[src/rtl/fsg_pkg.sv]
package fsg_pkg;

    typedef enum logic {
        MODE_STD  = 1'b0,
        MODE_FWFT = 1'b1
    } fsg_mode_e;

    typedef struct packed {
        logic empty_side_n;
        logic full_side_n;
        logic almost_empty_n;
        logic almost_full_n;
    } fsg_flags_t;

    // Number of word slots, including the output register in look-ahead mode
    function automatic int unsigned fsg_capacity(input fsg_mode_e mode, input int unsigned depth);
        return (mode == MODE_FWFT) ? depth + 1 : depth;
    endfunction

    // Extra slot that shifts every threshold in look-ahead mode
    function automatic int unsigned fsg_shift(input fsg_mode_e mode);
        return (mode == MODE_FWFT) ? 1 : 0;
    endfunction

endpackage

[src/rtl/fsg_mode_latch.sv]
module fsg_mode_latch
    import fsg_pkg::*;
(
    input  logic      clk,
    input  logic      rst,
    input  logic      fwft_sel,
    output fsg_mode_e mode
);

    fsg_mode_e mode_q;

    always_ff @(posedge clk) begin
        if (rst) begin
            mode_q <= fwft_sel ? MODE_FWFT : MODE_STD;
        end
    end

    assign mode = mode_q;

    // the mode only moves under reset
    p_mode_hold_r2: assert property (@(posedge clk) disable iff (rst)
        !rst |=> $stable(mode_q))
        else $error("mode changed outside reset");

endmodule

[src/rtl/fsg_word_counter.sv]
module fsg_word_counter
    import fsg_pkg::*;
#(
    parameter int unsigned DEPTH = 16,
    parameter int unsigned CNT_W = $clog2(DEPTH + 2)
) (
    input  logic             clk,
    input  logic             rst,
    input  fsg_mode_e        mode,
    input  logic             wr_en,
    input  logic             rd_en,
    output logic [CNT_W-1:0] count,
    output logic [CNT_W-1:0] cap
);

    localparam logic [CNT_W-1:0] CAP_STD  = CNT_W'(DEPTH);
    localparam logic [CNT_W-1:0] CAP_FWFT = CNT_W'(DEPTH + 1);

    logic [CNT_W-1:0] count_q;
    logic [CNT_W-1:0] count_d;
    logic             wr_ok;
    logic             rd_ok;

    assign cap   = (mode == MODE_FWFT) ? CAP_FWFT : CAP_STD;
    assign wr_ok = wr_en && (count_q != cap);
    assign rd_ok = rd_en && (count_q != '0);

    always_comb begin
        count_d = count_q;
        unique case ({wr_ok, rd_ok})
            2'b10:   count_d = count_q + CNT_W'(1);
            2'b01:   count_d = count_q - CNT_W'(1);
            default: count_d = count_q;
        endcase
    end

    always_ff @(posedge clk) begin
        if (rst) begin
            count_q <= '0;
        end else begin
            count_q <= count_d;
        end
    end

    assign count = count_q;

    // never past the capacity
    p_no_overflow_r4: assert property (@(posedge clk) disable iff (rst)
        count_q <= cap)
        else $error("count beyond capacity");

    // a lone write at capacity is dropped
    p_full_write_r4: assert property (@(posedge clk) disable iff (rst)
        (count_q == cap && wr_en && !rd_en) |=> $stable(count_q))
        else $error("write at full changed count");

    // a lone read at zero is dropped
    p_empty_read_r5: assert property (@(posedge clk) disable iff (rst)
        (count_q == '0 && rd_en && !wr_en) |=> (count_q == '0))
        else $error("read at empty changed count");

    // both accepted leaves the count alone
    p_rw_hold_r3: assert property (@(posedge clk) disable iff (rst)
        (wr_en && rd_en && count_q != '0 && count_q != cap) |=> $stable(count_q))
        else $error("simultaneous access changed count");

    // at most one step per cycle
    p_step_r3: assert property (@(posedge clk) disable iff (rst)
        1'b1 |=> (count_q == $past(count_q) ||
                  count_q == $past(count_q) + CNT_W'(1) ||
                  count_q == $past(count_q) - CNT_W'(1)))
        else $error("count jumped");

endmodule

[src/rtl/fsg_flag_decode.sv]
module fsg_flag_decode
    import fsg_pkg::*;
#(
    parameter int unsigned DEPTH = 16,
    parameter int unsigned CNT_W = $clog2(DEPTH + 2),
    parameter int unsigned OFS_W = (DEPTH > 1) ? $clog2(DEPTH) : 1
) (
    input  logic             clk,
    input  logic             rst,
    input  fsg_mode_e        mode,
    input  logic [CNT_W-1:0] count,
    input  logic [CNT_W-1:0] cap,
    input  logic [OFS_W-1:0] empty_ofs,
    input  logic [OFS_W-1:0] full_ofs,
    output fsg_flags_t       flags
);

    logic [CNT_W-1:0] ae_limit;
    logic [CNT_W-1:0] af_limit;
    logic             is_zero;
    logic             is_cap;

    assign ae_limit = CNT_W'(empty_ofs) + CNT_W'(fsg_shift(mode));
    assign af_limit = cap - CNT_W'(full_ofs);
    assign is_zero  = (count == '0);
    assign is_cap   = (count == cap);

    always_comb begin
        flags = '0;
        if (mode == MODE_FWFT) begin
            flags.empty_side_n = is_zero;
            flags.full_side_n  = is_cap;
        end else begin
            flags.empty_side_n = !is_zero;
            flags.full_side_n  = !is_cap;
        end
        flags.almost_empty_n = !(count <= ae_limit);
        flags.almost_full_n  = !(count >= af_limit);
    end

    // empty and full never shown together in standard mode
    p_std_excl_r6: assert property (@(posedge clk) disable iff (rst)
        (mode == MODE_STD) |-> (flags.empty_side_n || flags.full_side_n))
        else $error("standard flags both asserted");

    // no data and no room never shown together in look-ahead mode
    p_fwft_excl_r8: assert property (@(posedge clk) disable iff (rst)
        (mode == MODE_FWFT) |-> !(flags.empty_side_n && flags.full_side_n))
        else $error("look-ahead flags both inactive-ready");

    // an empty FIFO is always almost empty
    p_pae_zero_r10: assert property (@(posedge clk) disable iff (rst)
        (count == '0) |-> !flags.almost_empty_n)
        else $error("almost-empty off at zero");

    // a full FIFO is always almost full
    p_paf_full_r12: assert property (@(posedge clk) disable iff (rst)
        (count == cap) |-> !flags.almost_full_n)
        else $error("almost-full off at capacity");

endmodule

[src/rtl/fifo_flag_gen.sv]
module fifo_flag_gen
    import fsg_pkg::*;
#(
    parameter int unsigned DEPTH = 16,
    parameter int unsigned CNT_W = $clog2(DEPTH + 2),
    parameter int unsigned OFS_W = (DEPTH > 1) ? $clog2(DEPTH) : 1
) (
    input  logic             clk,
    input  logic             rst,
    input  logic             fwft_sel,
    input  logic             wr_en,
    input  logic             rd_en,
    input  logic [OFS_W-1:0] empty_ofs,
    input  logic [OFS_W-1:0] full_ofs,
    output logic [CNT_W-1:0] level,
    output logic             empty_side_n,
    output logic             full_side_n,
    output logic             almost_empty_n,
    output logic             almost_full_n
);

    fsg_mode_e        mode;
    logic [CNT_W-1:0] count;
    logic [CNT_W-1:0] cap;
    fsg_flags_t       flags;

    fsg_mode_latch u_mode (
        .clk      (clk),
        .rst      (rst),
        .fwft_sel (fwft_sel),
        .mode     (mode)
    );

    fsg_word_counter #(
        .DEPTH (DEPTH),
        .CNT_W (CNT_W)
    ) u_count (
        .clk   (clk),
        .rst   (rst),
        .mode  (mode),
        .wr_en (wr_en),
        .rd_en (rd_en),
        .count (count),
        .cap   (cap)
    );

    fsg_flag_decode #(
        .DEPTH (DEPTH),
        .CNT_W (CNT_W),
        .OFS_W (OFS_W)
    ) u_flags (
        .clk       (clk),
        .rst       (rst),
        .mode      (mode),
        .count     (count),
        .cap       (cap),
        .empty_ofs (empty_ofs),
        .full_ofs  (full_ofs),
        .flags     (flags)
    );

    assign level          = count;
    assign empty_side_n   = flags.empty_side_n;
    assign full_side_n    = flags.full_side_n;
    assign almost_empty_n = flags.almost_empty_n;
    assign almost_full_n  = flags.almost_full_n;

endmodule

[config.mk]
export PLATFORM = sky130hd
export DESIGN_NAME = fifo_flag_gen
export DESIGN_NICKNAME = d
export VERILOG_FILES = /design/src/rtl/fsg_pkg.sv /design/src/rtl/fsg_mode_latch.sv /design/src/rtl/fsg_word_counter.sv /design/src/rtl/fsg_flag_decode.sv /design/src/rtl/fifo_flag_gen.sv
export SDC_FILE = /design/constraint.sdc
export NUM_CORES = 1
export LEC_CHECK = 0
export BUFFER_PORTS_ARGS = -buffer_cell sky130_fd_sc_hd__buf_2
export CORE_MARGIN = 2
export CORE_UTILIZATION = 45
export DETAILED_ROUTE_END_ITERATION = 8
export PLACE_DENSITY = 0.76
export SYNTH_ARGS = -nofsm -noshare
export SYNTH_HDL_FRONTEND = slang
export SYNTH_SLANG_ARGS = --single-unit
[constraint.sdc]
create_clock -name clk -period 5.5 [get_ports clk]
set_input_delay 1.375 -clock clk [delete_from_list [all_inputs] [get_ports clk]]
set_output_delay 1.375 -clock clk [all_outputs]
set_load 0.1 [all_outputs]
==> results.py <==
metrics = {
    "timing": {
        "fin_crit_sh": 0.864,
        "max-slew-margin-rel": 0.678,
        "worst_pin_slew_ps": 487,
        "hold_viol_final": 0,
        "setup_tns_ps": 0,
        "rsz0062_at_grt": "false",
        "setup_violations": 0,
        "fin_skew_ps": 4.17,
        "min_period_ps": 4750,
        "whs_ps": 630,
        "slew_viol_final": 0,
        "fmax_ghz": 0.210,
    },
    "worst_setup_path": {
        "cpPeakStageDelay_ps": 450,
        "cp_common_cell": "ha_1",
        "start_kind": "primary input",
        "crit_required_ps": 4120,
        "critical-path-top-delay-family": "adder cells",
        "cp_cell_sequence": "buf_2 -> ha_1 -> inv_1 -> ha_1 -> or3b_2 -> ha_1 -> a21oi_1 -> o21a_1 -> buf_2",
        "critPathBufInv": 3,
        "rr_startpoint": "u_count.count[1]",
        "crit_start": "full_ofs[0]",
        "critPathKind": "in -> out",
        "worstPathArrival_ps": 3380,
        "crit_path_end_kind": "primary output",
        "cp_max_fo": 2,
        "crit_slowest_cell": "or3b_2",
    },
    "clock_tree": {
        "cts_sinks": 6,
        "cts_resized": 0,
        "holdBufCountCts": 0,
        "root_buffer": "clkbuf_4",
        "clkTransAtPathRegs_ps": 40,
        "numCtsBuffers": 3,
        "clock_path_buffers": 2,
        "cts_tree": "yes",
        "post-cts-setup-buffer-count": 0,
        "clock_latency_ps": 240,
        "h-tree-depth": 1,
    },
    "cells_and_area": {
        "fin_nets": 150,
        "final_common_cell": "buf_2",
        "antenna_cells": 0,
        "area_growth_pct": 17.2,
        "register_area_um2": 130,
        "final_cell_mix": "21 x buf_2, 17 x ha_1, 9 x inv_1",
        "multiInputGateArea_um2": 618,
        "drive_gt1_frac": 0.218,
        "stdcell_area_um2": 945,
        "fill_cells": 165,
        "fin_cells": 144,
    },
    "grt": {
        "grt_pass1_vias": 635,
        "grt_start_max_net_pins": 12,
        "antenna_found_initial": 0,
        "grt-ovfl-total": 0,
        "grt_pass1_wl_mm": 2.54,
        "track_usage": 0.167,
    },
    "synth": {
        "async_flop_share": 0,
        "syn_inst": 98,
        "synth_area_um2": 806,
        "ys_ff_latch": 6,
        "avgSynthCellArea_um2": 8.22,
        "yosysWarnings": 0,
        "synth-main-ff-cell": "dfxtp_1",
        "synth-edff-count": 1,
        "syn-num-nets": 128,
        "synth_cell_types": 34,
        "seq_area_frac_synth": 0.161,
    },
    "placement": {
        "place_inst": 140,
        "portBuffers": 21,
        "place_area_um2": 918,
        "hpwlAfterDp_mm": 1.26,
        "gp_congestion": 0.714,
    },
    "floorplanning": {
        "core_um2": 1710,
        "row_count": 15,
        "die_x_um": 46.3,
        "start_util": 0.472,
        "io_pins": 22,
        "dieHeight_um": 46.3,
        "fp.dieArea_um2": 2150,
    },
    "hold_path": {
        "min_from": "u_count.count[2]",
        "hold_class": "reg -> reg",
    },
    "status": {
        "outcome": "complete, no violations",
    },
    "routing": {
        "num_vias": 747,
        "dr.pass1.iters": 3,
        "detail_route.drc_violations": 0,
        "routedWlPerCell_um": 10.9,
        "wirelength_mm": 1.57,
        "ant_nets": 0,
        "viasPerCell": 5.19,
        "detailedRoute.firstIterationViolations": 6,
    },
    "job": {
        "drv_cap": 0,
    },
}
[cell type report]
cell class              count  share of cell area
multi-input cells          79               0.654
flip-flops and latches      6               0.138
repair buffers             21               0.111
inverters                   9              0.0358
well taps                  25              0.0331
clock buffers               4              0.0278
[registers in the layout, indices dropped and copies added, names as in the netlist]
| register | cells |
|---|---|
| u_count.count | 5 |
| u_mode.mode | 1 |
[synthesized netlist by cell type (2+ instances only)]
master | number | share of area
a21oi_1 | 8 | 0.050
clkbuf_1 | 2 | 0.0093
dfxtp_1 | 5 | 0.12
ha_1 | 17 | 0.26
inv_1 | 9 | 0.042
mux2i_1 | 3 | 0.037
nand2_1 | 3 | 0.014
nand2b_1 | 2 | 0.016
nand3_1 | 3 | 0.019
nand4_1 | 2 | 0.016
nor2_1 | 5 | 0.023
nor2b_1 | 4 | 0.031
nor3_1 | 3 | 0.019
o21a_1 | 2 | 0.019
o21ai_0 | 2 | 0.012
or3_1 | 3 | 0.023
xnor2_1 | 3 | 0.033
xor2_1 | 6 | 0.065
[kinds of logic (layout without fill, tap and decap cells)]
kind of cell,after synthesis,in the layout,share of synthesized area
DFF,6,6,0.161
muxes,4,4,0.0512
and+or+nand+nor,30,30,0.207
xor gates and xnor gates,9,9,0.0978
adders and majority gates,17,17,0.264
buffers and inverters,13,34,0.0714
AOI/OAI and AO/OA,19,19,0.148
[routing by layer]
layer  share of wire  track usage  vias to the layer above
li1                -            -                      393
met1            0.50        0.218                      341
met2            0.47        0.264                       13
met3           0.030       0.0353                        0
met4               0       0.0686                        0
met5               0            0                        -
[per-stage QoR]
| stage | worst slack (ps) | util |
|---|---|---|
| 4_1_cts | 741 | 0.553 |
| 2_1_floorplan | 238 | - |
| 3_3_place_gp | 833 | 0.538 |
| 5_1_grt | 642 | 0.553 |
| 6_report | 747 | 0.553 |
| 3_5_place_dp | 742 | 0.538 |
[tightest hold or removal path, stage by stage (launching register included)]
cell and delay, ps:
dfxtp_1 400, o21ai_0 120, a21oi_1 60
[worst paths after layout]
path                      endpoint  slack [ps]  cells after the start
hold / removal    u_count.count[2]         630                      2
hold reg to reg   u_count.count[2]         630                      2
setup reg to reg  u_count.count[4]        2560                     10
setup / recovery     almost_full_n         750                      9
Power is left out: the tool's default activity adds up to more than one toggle a clock period on the data nets, which glitch-free logic cannot reach.
